$ cat config.mk
export PLATFORM = sky130hd
export DESIGN_NAME = bus_arb_requester
export DESIGN_NICKNAME = d
export VERILOG_FILES = /design/src/rtl/arb_pkg.sv /design/src/rtl/arb_next_state.sv /design/src/rtl/arb_turn_timer.sv /design/src/rtl/arb_out_regs.sv /design/src/rtl/bus_arb_requester.sv
export SDC_FILE = /design/constraint.sdc
export NUM_CORES = 1
export LEC_CHECK = 0
export ABC_AREA = 1
export CAP_MARGIN = 10
export CORE_AREA = 2 2 39 41
export CTS_CLUSTER_SIZE = 16
export DETAILED_ROUTE_END_ITERATION = 10
export DIE_AREA = 0 0 41 43
export DONT_BUFFER_PORTS = 1
export SETUP_SLACK_MARGIN = 0.02
export SLEW_MARGIN = 20
export SYNTH_ARGS = -nofsm -noshare
export SYNTH_HDL_FRONTEND = slang
export SYNTH_HIERARCHICAL = 1
export SYNTH_SLANG_ARGS = --single-unit
$ cat constraint.sdc
create_clock -name clk -period 1.4 [get_ports clk]
set_input_delay 0.21 -clock clk [delete_from_list [all_inputs] [get_ports clk]]
set_output_delay 0.21 -clock clk [all_outputs]
set_load 0.005 [all_outputs]
$ cat src/rtl/arb_pkg.sv
// Package: shared state type for the bus ownership requester.
// Assumes: nothing beyond a 2-bit state encoding.
package arb_pkg;
    typedef enum logic [1:0] {
        ST_FREE = 2'd0,   // bus not owned, drivers off
        ST_IDLE = 2'd1,   // granted but no transfer running, no driven flag
        ST_EXPL = 2'd2,   // driven flag set, transfer running
        ST_TURN = 2'd3    // ownership just dropped, drivers off
    } arb_state_t;
endpackage

$ cat src/rtl/arb_next_state.sv
// Module: combinational next-state logic of the ownership FSM.
// Assumes: start_ok is a pending request not yet acknowledged; turn_last
// marks the final turnaround cycle.
module arb_next_state
    import arb_pkg::*;
(
    input  arb_state_t state,
    input  logic       bus_grant,
    input  logic       start_ok,
    input  logic       xfer_done,
    input  logic       turn_last,
    output arb_state_t nxt,
    output logic       start
);
    // Purpose: choose the next arbitration state and flag a new transfer start.
    always_comb begin
        nxt   = state;
        start = 1'b0;
        unique case (state)
            ST_FREE: begin
                if (bus_grant && start_ok) begin
                    nxt   = ST_EXPL;
                    start = 1'b1;
                end else if (bus_grant) begin
                    nxt = ST_IDLE;
                end
            end
            ST_IDLE: begin
                if (!bus_grant) begin
                    nxt = ST_FREE;
                end else if (start_ok) begin
                    nxt   = ST_EXPL;
                    start = 1'b1;
                end
            end
            ST_EXPL: begin
                if (xfer_done) begin
                    if (bus_grant && start_ok) begin
                        nxt   = ST_EXPL;
                        start = 1'b1;
                    end else if (bus_grant) begin
                        nxt = ST_IDLE;
                    end else begin
                        nxt = ST_TURN;
                    end
                end
            end
            ST_TURN: begin
                if (turn_last) begin
                    nxt = ST_FREE;
                end
            end
            default: nxt = ST_FREE;
        endcase
    end
endmodule

$ cat src/rtl/arb_turn_timer.sv
// Module: counts the turnaround window after ownership is given up.
// Assumes: load is a one-cycle pulse on entry to turnaround; TURN_CYC >= 1.
module arb_turn_timer #(
    parameter int TURN_CYC = 1
) (
    input  logic clk,
    input  logic rst_n,
    input  logic load,
    output logic last
);
    localparam int CW = (TURN_CYC > 1) ? $clog2(TURN_CYC) : 1;
    localparam logic [CW-1:0] LOAD_VAL = CW'(TURN_CYC - 1);

    logic [CW-1:0] cnt;

    // Purpose: load on entry, count down while in turnaround.
    always_ff @(posedge clk) begin
        if (!rst_n) begin
            cnt <= '0;
        end else if (load) begin
            cnt <= LOAD_VAL;
        end else if (cnt != '0) begin
            cnt <= cnt - 1'b1;
        end
    end

    assign last = (cnt == '0);
endmodule

$ cat src/rtl/arb_out_regs.sv
// Module: registered outputs (request hint, driven flag, enables, ack).
// Assumes: nxt is the state the FSM enters at this edge.
module arb_out_regs
    import arb_pkg::*;
#(
    parameter int OE_W = 3
) (
    input  logic            clk,
    input  logic            rst_n,
    input  arb_state_t      nxt,
    input  logic            start,
    input  logic            xfer_req,
    output logic            bus_req,
    output logic            bus_driven,
    output logic            xfer_ack,
    output logic [OE_W-1:0] bus_oe
);
    logic owned_next;
    logic drive_next;

    assign owned_next = (nxt == ST_IDLE) || (nxt == ST_EXPL);
    assign drive_next = (nxt == ST_EXPL);

    // Purpose: request hint, driven flag and start pulse, updated each edge.
    always_ff @(posedge clk) begin
        if (!rst_n) begin
            bus_req    <= 1'b0;
            bus_driven <= 1'b0;
            xfer_ack   <= 1'b0;
        end else begin
            bus_req    <= xfer_req && !owned_next;
            bus_driven <= drive_next;
            xfer_ack   <= start;
        end
    end

    // One enable flop per bus group so each can be placed by its drivers.
    for (genvar g = 0; g < OE_W; g++) begin : g_oe
        // Purpose: enable for group g follows explicit ownership.
        always_ff @(posedge clk) begin
            if (!rst_n) bus_oe[g] <= 1'b0;
            else        bus_oe[g] <= drive_next;
        end
    end
endmodule

$ cat src/rtl/bus_arb_requester.sv
// Module: top of the three-wire bus ownership requester.
// Assumes: xfer_req is a level held until xfer_ack is seen; xfer_done is
// only meaningful while bus_driven is 1; inputs are synchronous to clk.
module bus_arb_requester
    import arb_pkg::*;
#(
    parameter int OE_W     = 3,
    parameter int TURN_CYC = 1
) (
    input  logic            clk,
    input  logic            rst_n,
    input  logic            xfer_req,
    input  logic            xfer_done,
    input  logic            bus_grant,
    output logic            xfer_ack,
    output logic            bus_req,
    output logic            bus_driven,
    output logic [OE_W-1:0] bus_oe
);
    arb_state_t state;
    arb_state_t nxt;
    logic       start;
    logic       start_ok;
    logic       turn_last;
    logic       turn_load;

    assign start_ok  = xfer_req && !xfer_ack;
    assign turn_load = (nxt == ST_TURN) && (state != ST_TURN);

    arb_next_state u_nxt (
        .state     (state),
        .bus_grant (bus_grant),
        .start_ok  (start_ok),
        .xfer_done (xfer_done),
        .turn_last (turn_last),
        .nxt       (nxt),
        .start     (start)
    );

    arb_turn_timer #(.TURN_CYC(TURN_CYC)) u_turn (
        .clk   (clk),
        .rst_n (rst_n),
        .load  (turn_load),
        .last  (turn_last)
    );

    arb_out_regs #(.OE_W(OE_W)) u_out (
        .clk        (clk),
        .rst_n      (rst_n),
        .nxt        (nxt),
        .start      (start),
        .xfer_req   (xfer_req),
        .bus_req    (bus_req),
        .bus_driven (bus_driven),
        .xfer_ack   (xfer_ack),
        .bus_oe     (bus_oe)
    );

    // Purpose: arbitration state register.
    always_ff @(posedge clk) begin
        if (!rst_n) state <= ST_FREE;
        else        state <= nxt;
    end

    AST_HOLD_UNTIL_DONE: assert property (@(posedge clk) disable iff (!rst_n)
        (bus_driven && !xfer_done) |=> bus_driven);
    AST_REQ_NOT_WHILE_DRIVEN: assert property (@(posedge clk) disable iff (!rst_n)
        bus_driven |-> !bus_req);
    AST_GRANT_STARTS: assert property (@(posedge clk) disable iff (!rst_n)
        (!bus_driven && state != ST_TURN && bus_grant && xfer_req) |=> (bus_driven && xfer_ack));
    AST_DROP_ON_DONE: assert property (@(posedge clk) disable iff (!rst_n)
        (bus_driven && xfer_done && !bus_grant) |=> (!bus_driven && bus_oe == '0));
    AST_OE_TRACKS_DRIVEN: assert property (@(posedge clk) disable iff (!rst_n)
        !bus_driven |-> (bus_oe == '0));
    AST_BACK_TO_BACK: assert property (@(posedge clk) disable iff (!rst_n)
        (bus_driven && xfer_done && bus_grant && xfer_req && !xfer_ack) |=> (bus_driven && xfer_ack));
    AST_ACK_ONE_CYCLE: assert property (@(posedge clk) disable iff (!rst_n)
        (xfer_ack && !xfer_done) |=> !xfer_ack);
endmodule

Yosys cells after proc, flatten, opt, wreduce, memory -nomap -nowiden
Cells that the tools add are included.
{ "word_totals": {"reg_bits": 6, "in_bits": 5, "out_inout_bits": 6} }
{ "op_classes": {"n_addsub": 1, "n_eq_ne": 7, "n_mux": 14, "n_bitwise": 2, "reduce_logical": 9} }
{ "op_table": {"columns": ["op", "count"], "rows": [
  ["$mux W2", 8],
  ["$eq A2 B2 Y1 const B", 4],
  ["$pmux W2 S4", 1],
  ["$eq A2 B1 Y1 const B", 2],
  ["$logic_and A1 B1 Y1", 4],
  ["$mux W1", 4],
  ["$pmux W1 S3", 1],
  ["$reduce_or A3 Y1", 1],
  ["$logic_not A1 Y1", 2],
  ["$logic_not A2 Y1", 1],
  ["$ne A2 B2 Y1 const B", 1],
  ["$not A1 Y1", 2],
  ["$logic_or A1 B1 Y1", 1],
  ["$sub A1 B1 Y1 const B", 1]
]} }

Longest topological paths before layout
{ "depth": {"ltp_word": 10, "mapped_depth": 11, "mapped_depth_nobuf": 11} }

Modules after synthesis
Netlist, hierarchy kept.
{ "modules_own_cells": {"columns": ["mod", "instances", "cells_each", "area_per_inst_um2"], "rows": [
  ["arb_out_regs", 1, 15, 125.1],
  ["arb_next_state", 1, 18, 86.3],
  ["bus_arb_requester", 1, 12, 77.6],
  ["arb_turn_timer", 1, 3, 27.5]
]} }

Worst setup path before layout
Ideal clock, no wire load.
{ "synth_timing": {"path_kind": "reg2reg", "from": "reg u_out.xfer_ack", "to": "reg u_out.bus_req", "setup_ns": 0.110, "arrival_ns": 1.068, "setup_slack_ns": 0.222, "stages_incl_launch_ff": 11, "n_path_buf": 0, "synth_period_minus_slack_ns": 1.178, "cell_sequence": "dfxtp_1 -> nor2_1 -> inv_1 -> nand3_1 -> nand2_1 -> inv_1 -> nand2_1 -> inv_1 -> ha_1 -> inv_1 -> nor2_1"} }
{ "synth_via": {"elab_chain_cells": 10} }
{ "synth_lines": {"columns": ["item", "line", "source"], "rows": [
  ["from (decl)", "arb_out_regs.sv:15", "output logic xfer_ack,"],
  ["from (signal assigned)", "arb_out_regs.sv:33", "xfer_ack <= start;"],
  ["$logic_not A1 Y1 (*)", "bus_arb_requester.sv:27", "assign start_ok = xfer_req && !xfer_ack;"],
  ["$logic_and A1 B1 Y1 (*)", "bus_arb_requester.sv:27", null],
  ["via start_ok", "bus_arb_requester.sv:23", "logic start_ok;"],
  ["$logic_and A1 B1 Y1", "arb_next_state.sv:21, arb_next_state.sv:38", null],
  ["$mux W2", "arb_next_state.sv:38", "if (bus_grant && start_ok) begin"],
  ["$mux W2", "arb_next_state.sv:37", "if (xfer_done) begin"],
  ["$pmux W2 S4 (*)", "arb_next_state.sv:19", "unique case (state)"],
  ["via nxt[0]", "bus_arb_requester.sv:21", "arb_state_t nxt;"],
  ["$eq A2 B1 Y1 / $eq A2 B2 Y1 (equally long branches)", "arb_out_regs.sv:21", "assign owned_next = (nxt == ST_IDLE) || (nxt == ST_EXPL);"],
  ["$logic_or A1 B1 Y1 (*)", "arb_out_regs.sv:21", null],
  ["$logic_not A1 Y1 (*)", "arb_out_regs.sv:31", "bus_req <= xfer_req && !owned_next;"],
  ["$logic_and A1 B1 Y1 (*)", "arb_out_regs.sv:31", null],
  ["to (signal assigned)", "arb_out_regs.sv:31", null],
  ["to (decl)", "arb_out_regs.sv:13", "output logic bus_req,"]
]} }
Mark *: on every way through the listed nets, which the timed path passes. The rest lies on a longest branch.
A chain may end at the register's enable or synchronous reset.

Worst setup path in the final report
Same ends and word-level chain as after synthesis.

==> qor.log <==
qor: grt.global_route.overflow_total 0
qor: pwr.netSwitchingFraction 0.2293
qor: timing.post-route-worst-setup-slack 0.1767 ns
qor: worst_setup_path.r2r_cells 10
qor: clock_tree.clkSinkCount 6
qor: grt.grt_max_degree 6
qor: pwr.power.share.sequential 0.501
qor: worst_setup_path.ff2ff_setup_slack 0.18 ns
qor: worst_setup_path.buffer_and_inverter_count_on_the_worst_path 4
qor: die.floorplan.die.width 41 µm
qor: final_layout.most-common-layout-cells sky130_fd_sc_hd__inv_1 (11), sky130_fd_sc_hd__nand2_1 (10), sky130_fd_sc_hd__dfxtp_1 (6), sky130_fd_sc_hd__nand3_1 (6), sky130_fd_sc_hd__clkbuf_4 (3)
qor: hold_path.hold_path_startpoint rst_n
qor: worst_setup_path.crit_fanout 3
qor: drt.dr.first_iter.drc_count 10
qor: drt.antenna_nets_post_route 0
qor: pwr.vdd_drop_max 0.0002763 V
qor: placed_design.place.detailed.hpwl 372.4 µm
qor: run_status.run_status completed
qor: worst_setup_path.regToRegStartpoint u_out/xfer_ack$_SDFF_PN0_
qor: worst_setup_path.critical_path.reg2reg.endpoint u_out/bus_req$_SDFF_PN0_
qor: grt.grt_antenna_before_repair 0
qor: grt.grt_util_all_layers 0.06841
qor: clock_tree.clock-root-buffer sky130_fd_sc_hd__clkbuf_4
qor: final_layout.layout.cells.most_common sky130_fd_sc_hd__inv_1
qor: final_layout.num-fill-cells 160
qor: drt.via_per_inst 3.683
qor: pwr.power-per-cell-area 1189 mW/mm²
qor: worst_setup_path.timing.critical_path.to_type flip-flop
qor: yosys.postSynthNetCount 50
qor: placed_design.port_buffers 0
qor: final_layout.areaGrowthSynthToFinish 7.469%
qor: clock_tree.max-clock-path-buffers 2
qor: final_layout.share_of_layout_cells_above_drive_strength_1 0.1591
qor: die.num_io_pins 11
qor: placed_design.place_worst_setup_slack 0.1372 ns
qor: worst_setup_path.critical_path_arrival 1.36 ns
qor: final_layout.num_antenna_cells 0
qor: worst_setup_path.required 1.54 ns
qor: grt.first_global_vias 213
qor: worst_setup_path.timing.critical_path.slowest_cell_delay 0.36 ns
qor: clock_tree.cts_made_buffers 3
qor: worst_setup_path.timing.critical_path.from_type flip-flop
qor: clock_tree.clkLatencyLatePin 0.24 ns
qor: hold_path.min_delay_path_depth 2
qor: worst_setup_path.worst_path_dominant_cell_family flip-flops
qor: die.initial_core_util 0.2179
qor: drt.drt_wl_total 442 µm
qor: clock_tree.ctsHtreeMaxLevel 1
qor: placed_design.globalplace.congestion 0.6245
qor: timing.finalHoldViolCount 0
qor: yosys.post_synth_instance_area 301.5 µm²
qor: yosys.yosys_warnings 6
qor: worst_setup_path.timing_worst_setup_path_type reg -> reg
qor: clock_tree.tritoncts_clock_tree done
qor: pwr.switching_power 0.08835 mW
qor: flow_run.drv.max_cap_violation_count 0
qor: timing.finalCriticalPeriod 1.223 ns
qor: clock_tree.cts.reportedPaths.clkPinSlew 0.04 ns
qor: timing.clock_skew 0.001701 ns
qor: hold_path.worstHoldEndpoint u_out/bus_oe[1]$_SDFF_PN0_
qor: pwr.leakage 0.1916 nW
qor: drt.drt_first_pass_iters 4
qor: worst_setup_path.slowest_stage_cell_crit_path sky130_fd_sc_hd__dfxtp_1
qor: yosys.synthCells 44
qor: die.floorplan.core_area 0.001384 mm²
qor: timing.finalSetupViolCount 0
qor: pwr.internal_power 0.2969 mW
qor: pwr.clkPwrFrac 0.390
qor: timing.max_freq 0.8175 GHz
qor: pwr.combinationalPowerShare 0.108
qor: timing.fin_crit_sh 0.8738
qor: drt.routedWlPerCell 7.367 µm
qor: worst_setup_path.critical-path-top-cell-by-count sky130_fd_sc_hd__inv_1
qor: drt.drc_errors 0
qor: timing.setup_tns 0 ns
qor: worst_setup_path.cp-startpoint u_out/xfer_ack$_SDFF_PN0_
qor: timing.drv_slew 0
qor: die.core.rowCount 14
qor: hold_path.hold_path.class in -> reg
qor: yosys.post_synth.cell_area_avg 6.853 µm²
qor: worst_setup_path.worstPathCellList nor2_2, inv_1, nand3_1, nand2_1, inv_1, nand2_1, inv_1, ha_1, inv_1, nor2_1
qor: clock_tree.cts_post_setup_buffers_inserted 0
qor: grt.grt_first_pass_wirelength 765 µm
qor: drt.route.vias.total 221
qor: die.dieArea 0.001763 mm²
qor: timing.unrepaired_setup_endpoints_after_global_routing no
qor: die.fp.dieH 43 µm
qor: final_layout.nets 52
==> power groups by stage <==
stage                     logic [mW]  clock network, mW  registers [mW]
after detailed placement      0.0419                  0           0.196
after floorplan               0.0448                  0           0.193
after global routing          0.0512              0.173           0.195
final                         0.0417              0.150           0.193
after CTS                     0.0420              0.162           0.193
after global placement        0.0411                  0           0.196
==> layer usage <==
| layer | routed length [µm] | share of wire | up-vias | global-route usage |
|---|---|---|---|---|
| li1 | - | - | 124 | - |
| met1 | 177 | 0.40 | 90 | 0.06796 |
| met2 | 212 | 0.48 | 7 | 0.09063 |
| met3 | 53 | 0.12 | 0 | 0.03141 |
| met4 | 0 | 0 | 0 | 0.08000 |
| met5 | 0 | 0 | - | 0 |
==> metrics by stage <==
stage	utilization	hold slack, ns	std cells	total power [mW]	cell area (µm²)
after floorplan	-	0.3035	44	0.2383	301.5
after global placement	0.2161	0.3092	57	0.2373	299.0
after detailed placement	0.2161	0.3108	57	0.2382	299.0
after CTS	0.2324	0.05612	60	0.3970	321.6
after global routing	0.2342	0.05768	60	0.4188	324.1
final	0.2342	0.06957	60	0.3853	324.1
==> how the worst max path moves through the flow <==
stage,cells past startpoint,endpoint
5_1_grt,10,u_out/bus_req$_SDFF_PN0_
6_report,10,u_out/bus_req$_SDFF_PN0_
3_3_place_gp,10,u_out/bus_req$_SDFF_PN0_
4_1_cts,10,u_out/bus_req$_SDFF_PN0_
3_5_place_dp,10,u_out/bus_req$_SDFF_PN0_
2_1_floorplan,10,u_out/bus_req$_SDFF_PN0_
==> worst register-to-register path: stages (launching register included) <==
cell	delay [ns]
sky130_fd_sc_hd__dfxtp_1	0.36
sky130_fd_sc_hd__nor2_2	0.07
sky130_fd_sc_hd__inv_1	0.06
sky130_fd_sc_hd__nand3_1	0.06
sky130_fd_sc_hd__nand2_1	0.05
sky130_fd_sc_hd__inv_1	0.04
sky130_fd_sc_hd__nand2_1	0.07
sky130_fd_sc_hd__inv_1	0.05
sky130_fd_sc_hd__ha_1	0.28
sky130_fd_sc_hd__inv_1	0.05
sky130_fd_sc_hd__nor2_1	0.03
==> state kept, by name (all words and copies together) (netlist names) <==
signal          flops
state               2
u_out/bus_oe        1
u_out/bus_req       1
u_out/xfer_ack      1
u_turn/cnt          1
==> area by class of cell <==
| type | instances | area, µm² | share of cell area |
|---|---|---|---|
| sequential | 6 | 120.1 | 0.3707 |
| inverter | 12 | 45.04 | 0.1390 |
| multi-input combinational | 23 | 116.4 | 0.3591 |
| clock buffer | 3 | 22.52 | 0.06950 |
| tap | 16 | 20.02 | 0.06178 |
==> timing repair <==
action / CTS / global route
setup endpoints to repair: 0 / 1
hold buffers: 0 / 0
gates resized for setup: 0 / 1
(Power assumes the default switching activity.)
